===== src/rtl/tlb_perm.sv =====
module tlb_perm #(
  parameter int ENTRIES = 8,
  parameter int VA_W    = 32,
  parameter int PA_W    = 32,
  parameter int OFF_W   = 12,
  parameter int PID_W   = 4
) (
  input  logic                  clk,
  input  logic                  rst_n,
  input  logic                  lk_valid,
  input  logic [VA_W-1:0]       lk_vaddr,
  input  logic                  lk_write,
  input  logic                  lk_user,
  input  logic [PID_W-1:0]      cur_pid,
  input  logic                  fill_en,
  input  logic [VA_W-OFF_W-1:0] fill_vpn,
  input  logic [PID_W-1:0]      fill_pid,
  input  logic [PA_W-OFF_W-1:0] fill_pfn,
  input  logic                  fill_present,
  input  logic                  fill_writable,
  input  logic                  fill_user,
  input  logic                  flush,
  input  logic                  age_clear,
  output logic                  hit,
  output logic                  miss,
  output logic                  fault,
  output logic [1:0]            fault_code,
  output logic [PA_W-1:0]       pa,
  output logic                  set_accessed,
  output logic                  set_dirty,
  output logic                  hit_accessed,
  output logic                  hit_dirty
);
  localparam int VPN_W = VA_W - OFF_W;
  localparam int PFN_W = PA_W - OFF_W;
  localparam int IDX_W = (ENTRIES > 1) ? $clog2(ENTRIES) : 1;
  localparam logic [IDX_W-1:0] LAST = IDX_W'(ENTRIES - 1);

  logic [ENTRIES-1:0] e_vld, e_p, e_w, e_u, e_a, e_d;
  logic [VPN_W-1:0]   e_vpn [ENTRIES];
  logic [PID_W-1:0]   e_pid [ENTRIES];
  logic [PFN_W-1:0]   e_pfn [ENTRIES];
  logic [IDX_W-1:0]   rr_ptr;

  logic [VPN_W-1:0] vpn;
  logic             hit_any, free_any, ok;
  logic [IDX_W-1:0] hidx, fidx, victim;
  logic [1:0]       code;

  assign vpn = lk_vaddr[VA_W-1:OFF_W];

  always_comb begin
    hit_any  = 1'b0;
    hidx     = '0;
    free_any = 1'b0;
    fidx     = '0;
    for (int i = 0; i < ENTRIES; i++) begin
      if (!hit_any && e_vld[i] && e_vpn[i] == vpn && e_pid[i] == cur_pid) begin
        hit_any = 1'b1;
        hidx    = IDX_W'(i);
      end
      if (!free_any && !e_vld[i]) begin
        free_any = 1'b1;
        fidx     = IDX_W'(i);
      end
    end
  end

  always_comb begin
    if (!e_p[hidx])                 code = 2'd1;
    else if (lk_user && !e_u[hidx]) code = 2'd3;
    else if (lk_write && !e_w[hidx]) code = 2'd2;
    else                            code = 2'd0;
  end

  assign hit          = lk_valid & hit_any;
  assign miss         = lk_valid & ~hit_any;
  assign fault_code   = hit ? code : 2'd0;
  assign fault        = fault_code != 2'd0;
  assign ok           = hit & ~fault;
  assign pa           = ok ? {e_pfn[hidx], lk_vaddr[OFF_W-1:0]} : '0;
  assign set_accessed = ok;
  assign set_dirty    = ok & lk_write;
  assign hit_accessed = hit & e_a[hidx];
  assign hit_dirty    = hit & e_d[hidx];
  assign victim       = free_any ? fidx : rr_ptr;

  always_ff @(posedge clk) begin
    if (!rst_n) begin
      e_vld  <= '0;
      e_a    <= '0;
      e_d    <= '0;
      rr_ptr <= '0;
    end else if (flush) begin
      e_vld  <= '0;
      rr_ptr <= '0;
    end else begin
      if (age_clear) e_a <= '0;
      if (ok) begin
        e_a[hidx] <= 1'b1;
        if (lk_write) e_d[hidx] <= 1'b1;
      end
      if (fill_en) begin
        e_vld[victim] <= 1'b1;
        e_vpn[victim] <= fill_vpn;
        e_pid[victim] <= fill_pid;
        e_pfn[victim] <= fill_pfn;
        e_p[victim]   <= fill_present;
        e_w[victim]   <= fill_writable;
        e_u[victim]   <= fill_user;
        e_a[victim]   <= 1'b0;
        e_d[victim]   <= 1'b0;
        if (!free_any) rr_ptr <= (rr_ptr == LAST) ? '0 : rr_ptr + 1'b1;
      end
    end
  end
endmodule



===== config.mk =====
export PLATFORM = sky130hd
export DESIGN_NAME = tlb_perm
export DESIGN_NICKNAME = d
export VERILOG_FILES = /design/src/rtl/tlb_perm.sv
export SDC_FILE = /design/constraint.sdc
export NUM_CORES = 1
export LEC_CHECK = 0
export BUFFER_PORTS_ARGS = -buffer_cell sky130_fd_sc_hd__buf_2
export CAP_MARGIN = 20
export CORE_UTILIZATION = 30
export DETAILED_ROUTE_END_ITERATION = 8
export GPL_TIMING_DRIVEN = 0
export SETUP_SLACK_MARGIN = 0.3
export SLEW_MARGIN = 20
export SYNTH_ARGS = -nofsm -noshare
export SYNTH_HDL_FRONTEND = slang
export SYNTH_SLANG_ARGS = --single-unit

===== constraint.sdc =====
create_clock -name clk -period 6 [get_ports clk]
set_input_delay 1.2 -clock clk [delete_from_list [all_inputs] [get_ports clk]]
set_output_delay 1.2 -clock clk [all_outputs]
set_load 0.05 [all_outputs]

== Yosys cells after proc, flatten, opt, wreduce, memory -nomap -nowiden ==
Memories as Yosys holds them, arrays and structs flattened.
Index checks and enable logic that the tools add are counted.
W data, S select, Z words.
Storage, ports and cells
  input port bits: 91
  memories kept: 3
  flip-flop bits (word level): 51
  memory bits (writable): 352
Memories
  e_pfn: depth 8, width 20, read ports 1, clocked after memory_dff 0, write ports 1, RTL line 42  | logic [PFN_W-1:0] e_pfn [ENTRIES];
  e_vpn: depth 8, width 20, read ports 8, clocked after memory_dff 0, write ports 1, RTL line 40  | logic [VPN_W-1:0] e_vpn [ENTRIES];
  e_pid: depth 8, width 4, read ports 8, clocked after memory_dff 0, write ports 1, RTL line 41  | logic [PID_W-1:0] e_pid [ENTRIES];
Operators by class
  $add $sub $neg: 1
  muxes and demuxes: 70
  eq/ne operators: 17
  order comparisons: 4
  bitwise operators: 17
  reduce and logical (&&, ||, !) cells: 60
Operator list (count)
  $eq A20 B20 Y1: 8
  $mux W8: 12
  $mux W3: 14
  $logic_and A1 B1 Y1: 34
  $eq A4 B4 Y1: 8
  $mux W32: 1
  $mux W1: 29
  $bwmux W8: 3
  $or A8 B8 Y8: 3
  $logic_not A1 Y1: 22
  $and A8 B8 Y8: 2
  $bmux W1 S3: 5
  $lt A3 B4 Y1 const B: 2
  $mux W2: 4
  $not A8 Y8: 1
  $and A1 B1 Y1: 6
  $demux W1 S3: 2
  $ge A3 B1 Y1 const B: 2
  $not A1 Y1: 5
  $add A3 B1 Y3 const B: 1
  $eq A3 B3 Y1 const B: 1
  $reduce_and A3 Y1: 1
  $reduce_and A2 Y1: 1
  $reduce_bool A2 Y1: 1
  $reduce_or A2 Y1: 1

== Depth between registers and ports, before layout ==
An unclocked memory read counts as a cell.
  word-level depth: 56
  gate-level depth with buffers: 15
  depth with buffers taken out: 11

== Least setup slack after synthesis ==
No wires, ideal clock.
  kind: in2reg
  start: input port flush
  end: memory e_pfn[3][0] (netlist name) (enable)
  path buffers: 1
  path slack: -0.497 ns
  stages on the path: 4
  data arrival time: 5.942 ns
  data required time: 5.445 ns
  path through: inv_1 -> nand2_1 -> clkbuf_1 -> nor4_1
Between the ends
  word-level cells in the longest chain between the ends: 3
RTL lines
  start: declaration: RTL line 22  | input logic flush,
  $mux W1: RTL line 94  | end else if (flush) begin
  $mux W1: RTL line 89  | if (!rst_n) begin
  $mux W1 (not written as such): RTL line 107  | e_pfn[victim] <= fill_pfn;
  end: declaration: RTL line 42
No other way between the ends.

== Worst setup path after layout ==
  start: input port lk_vaddr[24]
  end: output port pa[14]
Between the ends
  word-level cells in the longest chain between the ends: 51
  elaborated cells between the ends (all ways): 73
  classes of those cells: eq/ne: 8; mux: 26; bitwise: 3; reduce/logical: 35; memory: 1
RTL lines
  start: declaration: RTL line 11  | input logic [VA_W-1:0] lk_vaddr,
  $eq A20 B20 Y1: RTL line 58  | if (!hit_any && e_vld[i] && e_vpn[i] == vpn && e_pid[i] == cur_pid) begin
  $logic_and A1 B1 Y1 (2 in series): RTL line 58
  $mux W1: RTL line 58
  $logic_not A1 Y1: RTL line 58
  $logic_and A1 B1 Y1 (3 in series): RTL line 58
  $mux W1: RTL line 58
  $logic_not A1 Y1: RTL line 58
  $logic_and A1 B1 Y1 (3 in series): RTL line 58
  [... 30 more ...]
  $mux W2: RTL line 72  | else if (lk_write && !e_w[hidx]) code = 2'd2;
  $mux W2: RTL line 71  | else if (lk_user && !e_u[hidx]) code = 2'd3;
  $mux W2: RTL line 70  | if (!e_p[hidx]) code = 2'd1;
  $mux W2: RTL line 78  | assign fault_code = hit ? code : 2'd0;
  $reduce_bool A2 Y1: RTL line 79  | assign fault = fault_code != 2'd0;
  $not A1 Y1: RTL line 80  | assign ok = hit & ~fault;
  $and A1 B1 Y1: RTL line 80
  $mux W32 (*): RTL line 81  | assign pa = ok ? {e_pfn[hidx], lk_vaddr[OFF_W-1:0]} : '0;
  end: declaration: RTL line 28  | output logic [PA_W-1:0] pa,
Mark *: on every way between the ends. The rest lies on a longest branch, timed or not. The select of a mux whose other input is x is not followed.

==> flow_summary.ini <==
[sta]
period_share_pct = 94.2
slew-limit-headroom_pct = 25.9
finalSetupViolCount = 0
skew_ns = 0.0247
finalCriticalPeriod_ns = 5.65
fin_tns_setup_ns = 0
slew_violations = 0
grt_setup_unrepaired = yes
max_freq_mhz = 177
worst_pin_slew_ns = 1.10
layout_setup_ws_ns = 0.347
hold_viol_final = 0

[final_layout]
final_common_cell = edfxtp_1
final_core_util_pct = 38.7
fin_nets = 1544
area_delta_synth_final_pct = 27.4
layout_common_cells = edfxtp_1 (376), xnor2_1 (117), buf_2 (101)
stdcell_count = 2238
final_layout_size_suffix_gt1_share_pct = 28.3

[worst_hold_path]
worstHoldPathType = reg2reg

[setup_path]
path_max_fanout = 8
worst_setup_path_start_kind = input pin
critical-path-slowest-cell = or4_4
critPathKind = in2out
worstPathCellList = buf_4 -> xnor2_1 -> nand4_1 -> buf_4 -> or4_4 -> o311ai_4 -> a221oi_2 -> buf_4 -> mux2i_1 -> nand2b_4 -> o211ai_4 -> nand3_4 -> buf_12 -> buf_12 -> a311oi_4 -> buf_6
crit_path_end_kind = output pin
cpPeakStageDelay_ns = 0.55
crit_top_cell = buf_4
cp_data_required_time_ns = 4.80
crit_arrival_ns = 4.45

[route]
vias = 11504
avgViaCountPerCell = 5.14
firstDrtPassIters = 5
wl_per_cell_um = 22.4
ant_nets = 0
route.detailed.drc = 0
routed_wirelength_um = 50200
first_iter_violations = 1224

[power_and_ir_drop]
p_int_uw = 4850
p_seq_share_pct = 50.6
p_leak_uw = 0.00731
power.share.switching_pct = 20.6
pwr-share-comb_pct = 5.0
vdd_drop_max_mv = 0.152
powerDensity_nw_per_um2 = 279
p_clk_share_pct = 44.5
finalPower_uw = 6100
power_switching_uw = 1250

[global_routing]
track_usage_pct = 17.2
grt_pass1_vias = 11276
grt_first_pass_wirelength_um = 73600
antenna_found_initial = 4
grt.overflow.total = 0
grt_max_degree = 24

[yosys]
ys_types = 68
synth-edff-count = 376
seq_area_frac_synth_pct = 68.9
ys_ff_latch = 403
async_reset_ff_share_pct = 0
yosys_warnings = 0
synth_area_um2 = 17200
ys.flop_type = edfxtp_1
avgSynthCellArea_um2 = 14.0
synth_nets = 1316
synthCells = 1223

[clock_tree]
cts_buffer_depth = 3
clock_sinks = 403
ctsRootBufferMaster = clkbuf_16
clk_pin_slew_ns = 0.06
ctsHoldBuffers = 0
numCtsBuffers = 39
clk_latency_ns = 0.55
tritoncts = done
cts_htree_levels = 2

[floorplanning]
ios = 132
dieArea_um2 = 58200
core_um2 = 56500
die_h_um = 241
row_count = 87
start_util_pct = 30.4
die_w_um = 241

[placement]
post-dp-hpwl_um = 36000
gp_congestion = 0.896
dp_slack_ns = -0.759
portBuffers = 106
dp.cells = 2130

[status]
status = finished clean

[job]
maxCapViolCount = 0
-- worst paths after layout --
| path | end | slack [ns] | from | cells past startpoint |
|---|---|---|---|---|
| worst min-delay path | e_d[4] | 0.47 | e_d[4] | 2 |
| worst min register to register | e_d[4] | 0.47 | e_d[4] | 2 |
| worst max register to register | e_vpn[4][11] | 2.06 | e_vld[0] | 11 |
| worst max-delay path | pa[14] | 0.35 | lk_vaddr[24] | 16 |
-- registers in the layout, summed over array words and instances (netlist names) --
register / flops
e_a: 8
e_d: 8
e_p: 8
e_pfn: 160
e_pid: 32
e_u: 8
e_vld: 8
e_vpn: 160
e_w: 8
rr_ptr: 3
-- cells in the mapped netlist (6+ instances only) --
library cell  number  share of area (%)
edfxtp_1         376                 66
xnor2_1          155                7.9
nand2_1           86                1.9
nor2_1            72                1.6
nand4_1           63                2.3
o22ai_1           45                1.6
nor3_1            44                1.3
xor2_1            40                2.0
nor4_1            29                1.1
clkbuf_1          28               0.61
o21ai_0           28               0.82
dfxtp_1           27                3.1
a311oi_1          20                1.0
nand3_1           20               0.58
buf_2             18               0.52
inv_1             15               0.33
and2_1            10               0.36
a21oi_1            9               0.26
and2_4             9               0.46
and3_1             9               0.33
and4_1             9               0.46
o31ai_1            9               0.39
o211ai_1           8               0.35
o41ai_1            8               0.41
buf_4              7               0.31
or4_1              7               0.31
buf_6              6               0.39
-- worst max-delay path, delay by kind of cell --
kind | cells | cell delay [ns]
xor gates and xnor gates | 1 | 0.21
and+or+nand+nor | 4 | 0.97
buffers and inverters | 6 | 1.04
AOI/OAI and AO/OA | 4 | 0.90
muxes | 1 | 0.12
-- cell type report --
type | count | area [um^2]
Clock buffer | 51 | 1080
Fill cell | 5177 | 34600
Sequential cell | 403 | 11800
Multi-Input combinational cell | 743 | 5880
Tap cell | 756 | 946
Clock inverter | 18 | 317
Antenna cell | 3 | 7.51
Inverter | 17 | 63.8
Timing Repair Buffer | 187 | 1290
Buffer | 60 | 463
-- logic make-up after synthesis --
kind of cell,count (synthesis),share of synthesized area (%)
AO/OA/AOI/OAI,157,6.55
XOR/XNOR,195,9.95
adder cells (fa/ha/maj),2,0.146
buffers and inverters,77,2.23
flip-flops,403,68.9
multiplexers,3,0.175
AND/OR/NAND/NOR,386,12.1
-- layer usage --
layer | up-vias | wire length (um) | track usage (%)
li1 | 5131 | - | -
met1 | 5789 | 20800 | 23.3
met2 | 485 | 23700 | 27.6
met3 | 93 | 3950 | 3.09
met4 | 6 | 1670 | 6.44
met5 | - | 36 | 0
-- what timing repair did --
| item | CTS | global route |
|---|---|---|
| pin swaps | 26 | 17 |
| gates resized for setup | 136 | 64 |
| endpoints found under the setup margin | 39 | 36 |
| buffers inserted | 27 | 8 |
| cloned | 1 | 0 |
-- metrics by stage --
stage	hold WS [ns]	area [um^2]
final	0.470	21900
after global routing	0.481	21900
after CTS	0.466	21500
after detailed placement	0.457	19200
after global placement	0.437	18800
after floorplan	0.423	17300
-- power by group through the flow --
stage / sequential [uW] / combinational, uW / clock, uW
finish: 3090 / 303 / 2710
global route: 3090 / 321 / 2850
CTS: 3090 / 290 / 2740
detailed placement: 3150 / 264 / 0
global placement: 3150 / 255 / 0
floorplan: 3150 / 138 / 0
(Power assumes the default switching activity.)
